## src/rtl/sar_pkg.sv

```systemverilog
package sar_pkg;
  localparam int IDX_W = 8;
  typedef logic [IDX_W-1:0] capIdx_t;

  typedef struct packed {
    logic    doSample;
    logic    converting;
    logic    inFirst;
    logic    applyMid;
    logic    applyLast;
    logic    finish;
    capIdx_t setIdx;
    capIdx_t clearIdx;
  } sarStrobes_t;
endpackage

```

## src/rtl/sar_ctrl.sv

```systemverilog
module sar_ctrl
  import sar_pkg::*;
#(
  parameter int NBITS = 12
) (
  input  logic        clk,
  input  logic        rst,
  output sarStrobes_t strobes
);
  localparam int PHASE_W = $clog2(NBITS + 1);
  localparam logic [PHASE_W-1:0] LAST_PHASE = PHASE_W'(NBITS);
  localparam logic [PHASE_W-1:0] ONE = PHASE_W'(1);

  logic [PHASE_W-1:0] phase;

  always_ff @(posedge clk) begin
    if (rst) phase <= '0;
    else if (phase == LAST_PHASE) phase <= '0;
    else phase <= phase + ONE;
  end

  // Strobes describe the current cycle; the datapath acts at its ending edge.
  always_comb begin
    strobes.doSample   = (phase == '0);
    strobes.converting = (phase != '0);
    strobes.inFirst    = (phase == ONE);
    strobes.applyMid   = (phase >= ONE) && (phase <= PHASE_W'(NBITS - 2));
    strobes.applyLast  = (phase == PHASE_W'(NBITS - 1));
    strobes.finish     = (phase == LAST_PHASE);
    strobes.clearIdx   = capIdx_t'(NBITS) - capIdx_t'(phase);
    strobes.setIdx     = strobes.clearIdx - capIdx_t'(1);
  end

  AST_FRAME_WRAP: assert property (@(posedge clk) disable iff (rst)
    strobes.finish |=> strobes.doSample) else $error("frame did not wrap");
  AST_SAMPLE_SINGLE: assert property (@(posedge clk) disable iff (rst)
    strobes.doSample |=> !strobes.doSample) else $error("sampling longer than one cycle");
  AST_PHASE_RANGE: assert property (@(posedge clk) disable iff (rst)
    phase <= LAST_PHASE) else $error("phase out of range");
endmodule

```

## src/rtl/sar_datapath.sv

```systemverilog
module sar_datapath
  import sar_pkg::*;
#(
  parameter int NBITS = 12
) (
  input  logic              clk,
  input  logic              rst,
  input  sarStrobes_t       strobes,
  input  logic              cmpHigh,
  output logic [NBITS-1:0]  capP,
  output logic [NBITS-1:0]  capN,
  output logic [NBITS-1:0]  result,
  output logic              done
);
  localparam logic [NBITS-1:0] PRESET = (NBITS'(1) << (NBITS - 1)) | NBITS'(1);
  localparam int PRESET_SUM = (1 << (NBITS - 2)) + 1;

  logic [NBITS-1:0] nextP, nextN, workBits, nextWork;

  for (genvar j = 0; j < NBITS; j++) begin : g_lane
    localparam capIdx_t LANE = capIdx_t'(j);
    localparam bit IS_DUMMY = (j == 0);
    logic laneP, laneN, laneW;

    always_comb begin
      laneP = capP[j];
      laneN = capN[j];
      laneW = workBits[j];
      if (strobes.finish) begin
        laneP = PRESET[j];
        laneN = PRESET[j];
      end else if (strobes.applyMid) begin
        if (strobes.setIdx == LANE) begin
          laneP = 1'b1;
          laneN = 1'b1;
        end
        if (strobes.clearIdx == LANE) begin
          if (cmpHigh) laneP = 1'b0;
          else         laneN = 1'b0;
        end
      end else if (strobes.applyLast && IS_DUMMY) begin
        if (cmpHigh) laneP = 1'b0;
        else         laneN = 1'b0;
      end
      if (strobes.converting && strobes.clearIdx == LANE) laneW = cmpHigh;
    end

    assign nextP[j]    = laneP;
    assign nextN[j]    = laneN;
    assign nextWork[j] = laneW;
  end

  always_ff @(posedge clk) begin
    if (rst) begin
      capP     <= PRESET;
      capN     <= PRESET;
      workBits <= '0;
      result   <= '0;
      done     <= 1'b0;
    end else begin
      capP     <= nextP;
      capN     <= nextN;
      workBits <= nextWork;
      done     <= strobes.finish;
      if (strobes.finish) result <= nextWork;
    end
  end

  function automatic int wsum(input logic [NBITS-1:0] v);
    int s;
    s = int'(v[0]);
    for (int k = 1; k < NBITS; k++) s += int'(v[k]) << (k - 1);
    return s;
  endfunction

  AST_PRESET_HELD: assert property (@(posedge clk) disable iff (rst)
    strobes.doSample |-> (capP == PRESET && capN == PRESET)) else $error("preset missing");
  AST_FIRST_STILL: assert property (@(posedge clk) disable iff (rst)
    strobes.inFirst |-> ($stable(capP) && $stable(capN))) else $error("first cycle moved");
  AST_LAST_ONESIDED: assert property (@(posedge clk) disable iff (rst)
    strobes.finish |-> (capP[NBITS-1:1] == $past(capP[NBITS-1:1]) &&
                        capN[NBITS-1:1] == $past(capN[NBITS-1:1]) &&
                        $countones({capP[0], capN[0]}) == 1)) else $error("last step not one-sided");
  AST_DONE_PULSE: assert property (@(posedge clk) disable iff (rst)
    done |=> !done) else $error("done too long");
  AST_RESULT_HOLD: assert property (@(posedge clk) disable iff (rst)
    (!done && !$past(rst)) |-> $stable(result)) else $error("result moved");
  AST_CM_FLAT: assert property (@(posedge clk) disable iff (rst)
    (strobes.converting && !strobes.finish) |-> (wsum(capP) + wsum(capN) == 2 * PRESET_SUM))
    else $error("common mode moved");
  AST_CM_LAST: assert property (@(posedge clk) disable iff (rst)
    strobes.finish |-> (wsum(capP) + wsum(capN) == 2 * PRESET_SUM - 1))
    else $error("last step weight wrong");
endmodule

```

## src/rtl/sar_hybrid_top.sv

```systemverilog
module sar_hybrid_top
  import sar_pkg::*;
#(
  parameter int NBITS = 12
) (
  input  logic             clk,
  input  logic             rst,
  input  logic             cmpHigh,
  output logic             sampleEn,
  output logic [NBITS-1:0] capCtrlP,
  output logic [NBITS-1:0] capCtrlN,
  output logic [NBITS-1:0] result,
  output logic             done
);
  sarStrobes_t strobes;

  sar_ctrl #(.NBITS(NBITS)) ctrl_i (
    .clk     (clk),
    .rst     (rst),
    .strobes (strobes)
  );

  sar_datapath #(.NBITS(NBITS)) datapath_i (
    .clk     (clk),
    .rst     (rst),
    .strobes (strobes),
    .cmpHigh (cmpHigh),
    .capP    (capCtrlP),
    .capN    (capCtrlN),
    .result  (result),
    .done    (done)
  );

  assign sampleEn = strobes.doSample;
endmodule

```

## config.mk

```make
export PLATFORM = sky130hd
export DESIGN_NAME = sar_hybrid_top
export DESIGN_NICKNAME = d
export VERILOG_FILES = /design/src/rtl/sar_pkg.sv /design/src/rtl/sar_ctrl.sv /design/src/rtl/sar_datapath.sv /design/src/rtl/sar_hybrid_top.sv
export SDC_FILE = /design/constraint.sdc
export NUM_CORES = 1
export LEC_CHECK = 0
export BUFFER_PORTS_ARGS = -buffer_cell sky130_fd_sc_hd__buf_2
export CORE_MARGIN = 4
export CORE_UTILIZATION = 49
export CTS_CLUSTER_DIAMETER = 100
export CTS_CLUSTER_SIZE = 40
export DETAILED_ROUTE_END_ITERATION = 6
export PLACE_DENSITY = 0.75
export SYNTH_ARGS = -nofsm -noshare
export SYNTH_HDL_FRONTEND = slang
export SYNTH_SLANG_ARGS = --single-unit
```

## constraint.sdc

```tcl
create_clock -name clk -period 2 [get_ports clk]
set_input_delay 0.3 -clock clk [delete_from_list [all_inputs] [get_ports clk]]
set_output_delay 0.3 -clock clk [all_outputs]
set_load 0.005 [all_outputs]
```

==> reports/metrics.csv <==
metric,value,unit
outcome,"complete, no violations",
crit_chain,buf_4 -> or3_1 -> a211oi_4 -> o21ai_1 -> mux2i_1 -> o21ai_0,
fill_cells,379,
syn-cell-area,2180,µm²
ir_drop,522,µV
die-area,5570,µm²
swShare,26.6,%
cts.htree.levels,2,
grt.total_usage,20.3,%
detail_route.vias_per_cell,5.46,
finalCriticalPeriod,1920,ps
num_vias,1879,
drc,0,
cts-root-buf,clkbuf_8,
hold_viol_final,0,
cts_buffers,5,
cellInternalPower,0.00145,W
startpoint_type,register,
grt_max_degree,21,
grt_pass1_wl,8640,µm
critPathMaxStageDelay,430,ps
maxSlewViolCount,0,
cap_violations,0,
combPwrFrac,15.4,%
critPathMaxFanout,8,
pwr-share-clk,29.2,%
gp_congestion,0.917,
p_seq_share,55.4,%
post-route-util,63.8,%
synth_edf_count,0,
ys_warn_count,0,
wl_per_cell,15.5,µm
postCtsHoldBufs,0,
die_h,74.7,µm
synth.distinct_cells,38,
setup_viol,0,
synthFlopType,dfxtp_1,
synth_async_sr_flop_share,0,%
crit_arrival,2100,ps
ys_seq_area_share,48.7,%
port-buffer-count,40,
syn_nets,250,
core_region_area,4140,µm²
grt_overflow,0,
worst-setup-path-type,reg2reg,
finalNetCount,304,
power.density,748,nW/µm²
area_growth_syn_to_layout,21.4,%
endpoint_kind,register,
grt_antenna_before_repair,0,
p_sw,0.000526,W
power.leakage,1.17,nW
relSlewSlack,70.9,%
row_count,23,
rsz0062_at_grt,yes,
ys_ff_latch,53,
drt_wl_total,5320,µm
dr.pass1.iters,5,
r2r_slack,80,ps
worstMarginPinSlew,434,ps
synth.largest_area_cell,dfxtp_1,
tritoncts,built,
initial_core_util,52.5,%
first_iter_violations,149,
dp.cells,337,
clk_path_buf_depth,2,
io_pins,41,
die_x,74.7,µm
antenna_left,0,
dpl.hpwl,3900,µm
synth_area_leaders,"dfxtp_1 49%, mux2i_1 5.5%, nor2_1 5.3%, ha_1 4.0%, nand2_1 3.8%",
timing.final.crit_share,95.9,%
worst_slack,81.5,ps
grt_pass1_vias,1762,
worstHoldPathType,in2reg,
drive_above_1_share,27.9,%
fin_cells,344,
finalClockSkew,8.42,ps
path_clk_slew,90,ps
dp_worst_setup_slack,50.7,ps
slowest_stage,or3_1,
cts_sinks,53,
syn-instance-count,240,
clock_latency,300,ps
fmax,521,MHz
required,2180,ps
p_total,0.00198,W
diodes,0,
syn_avg_cell_area,9.07,µm²
yosysTopAreaCellShare,48.7,%
==> area by class of cell <==
| type | instances | area (µm²) | area share, % |
|---|---|---|---|
| Sequential cell | 53 | 1060 | 40.2 |
| Clock buffer | 6 | 72.6 | 2.75 |
| Tap cell | 50 | 62.6 | 2.37 |
| Clock inverter | 1 | 8.76 | 0.331 |
| Multi-Input combinational cell | 169 | 1070 | 40.4 |
| Timing Repair Buffer | 60 | 350 | 13.3 |
| Inverter | 5 | 18.8 | 0.710 |
==> cells in the mapped netlist, types with 3 or more instances <==
cell type,instances
inv_1,5
buf_2,5
nand2b_1,4
and2_1,4
a21oi_1,15
o21ai_0,11
nand3_1,5
o21a_1,3
nor2_1,31
clkbuf_1,7
ha_1,7
mux2i_1,12
nor2b_1,3
nand2_1,22
o21ai_1,7
a211oi_1,6
o221a_2,6
dfxtp_1,53
nor3_1,9
==> worst paths after layout <==
path              cells past startpoint                      to            startpoint
setup / recovery                      6   datapath_i.result[10]       ctrl_i.phase[1]
hold / removal                        2  datapath_i.workBits[2]                   rst
setup reg to reg                      6   datapath_i.result[10]       ctrl_i.phase[1]
hold reg to reg                       2    datapath_i.result[8]  datapath_i.result[8]
==> logic make-up (layout without fill, tap and decap cells) <==
logic type / after synthesis / count (layout) / synth area share (%)
muxes: 12 / 12 / 5.52
AOI/OAI and AO/OA: 61 / 61 / 19.0
xor gates and xnor gates: 2 / 2 / 0.805
adders and majority gates: 7 / 7 / 4.02
DFF: 53 / 53 / 48.7
buffers and inverters: 18 / 72 / 3.39
and+or+nand+nor: 87 / 87 / 18.6
==> flip-flops by register name, summed over array words and instances, names as in the netlist <==
signal and cells:
datapath_i.result 12, datapath_i.capP 12, datapath_i.workBits 12, ctrl_i.phase 4, datapath_i.capN 12, datapath_i.done 1
==> layout by cell type (no fill, tap or decap), types with 3 or more instances in the layout <==
cell type	instances
a211oi_1	6
a21oi_1	15
and2_1	4
buf_2	40
buf_4	20
clkbuf_8	5
dfxtp_1	53
ha_1	6
inv_1	5
mux2i_1	12
nand2_1	22
nand2b_1	4
nand3_1	5
nor2_1	31
nor2b_1	3
nor3_1	9
o21a_1	3
o21ai_0	10
o21ai_1	8
o221a_2	6
==> power by group through the flow <==
stage,sequential [W],clock [W],combinational (W)
floorplan,0.00112,0,0.000167
global route,0.00110,0.000632,0.000332
global placement,0.00112,0,0.000290
detailed placement,0.00112,0,0.000290
CTS,0.00110,0.000594,0.000291
finish,0.00110,0.000576,0.000304
==> per-layer routing <==
metal	vias to the layer above	global-route usage (%)	share of wire, %
met5	-	0	0
met4	0	6.52	0.75
met3	2	3.87	5.4
met2	43	30.9	47
met1	891	29.2	47
li1	943	-	-
==> metrics by stage <==
step           TNS, ps  cell area (µm²)  hold WS [ps]
2_1_floorplan        0             2180           372
3_3_place_gp         0             2530           436
3_5_place_dp         0             2530           440
4_1_cts              0             2620           346
5_1_grt          -47.3             2640           371
6_report             0             2640           354
==> what timing repair did <==
action / CTS / global route
endpoints found under the hold margin: 0 / 0
resized for setup: 0 / 6
setup buffers: 0 / 0
setup endpoints to repair: 0 / 26
==> worst max-delay path: cells and delay by family, from the launching register on <==
kind	cells	cell delay (ps)
flops	1	320
mux	1	250
buf+inv	1	160
compound gates	3	640
simple gates	1	430
No activity file was read; power rests on OpenSTA's default activity.
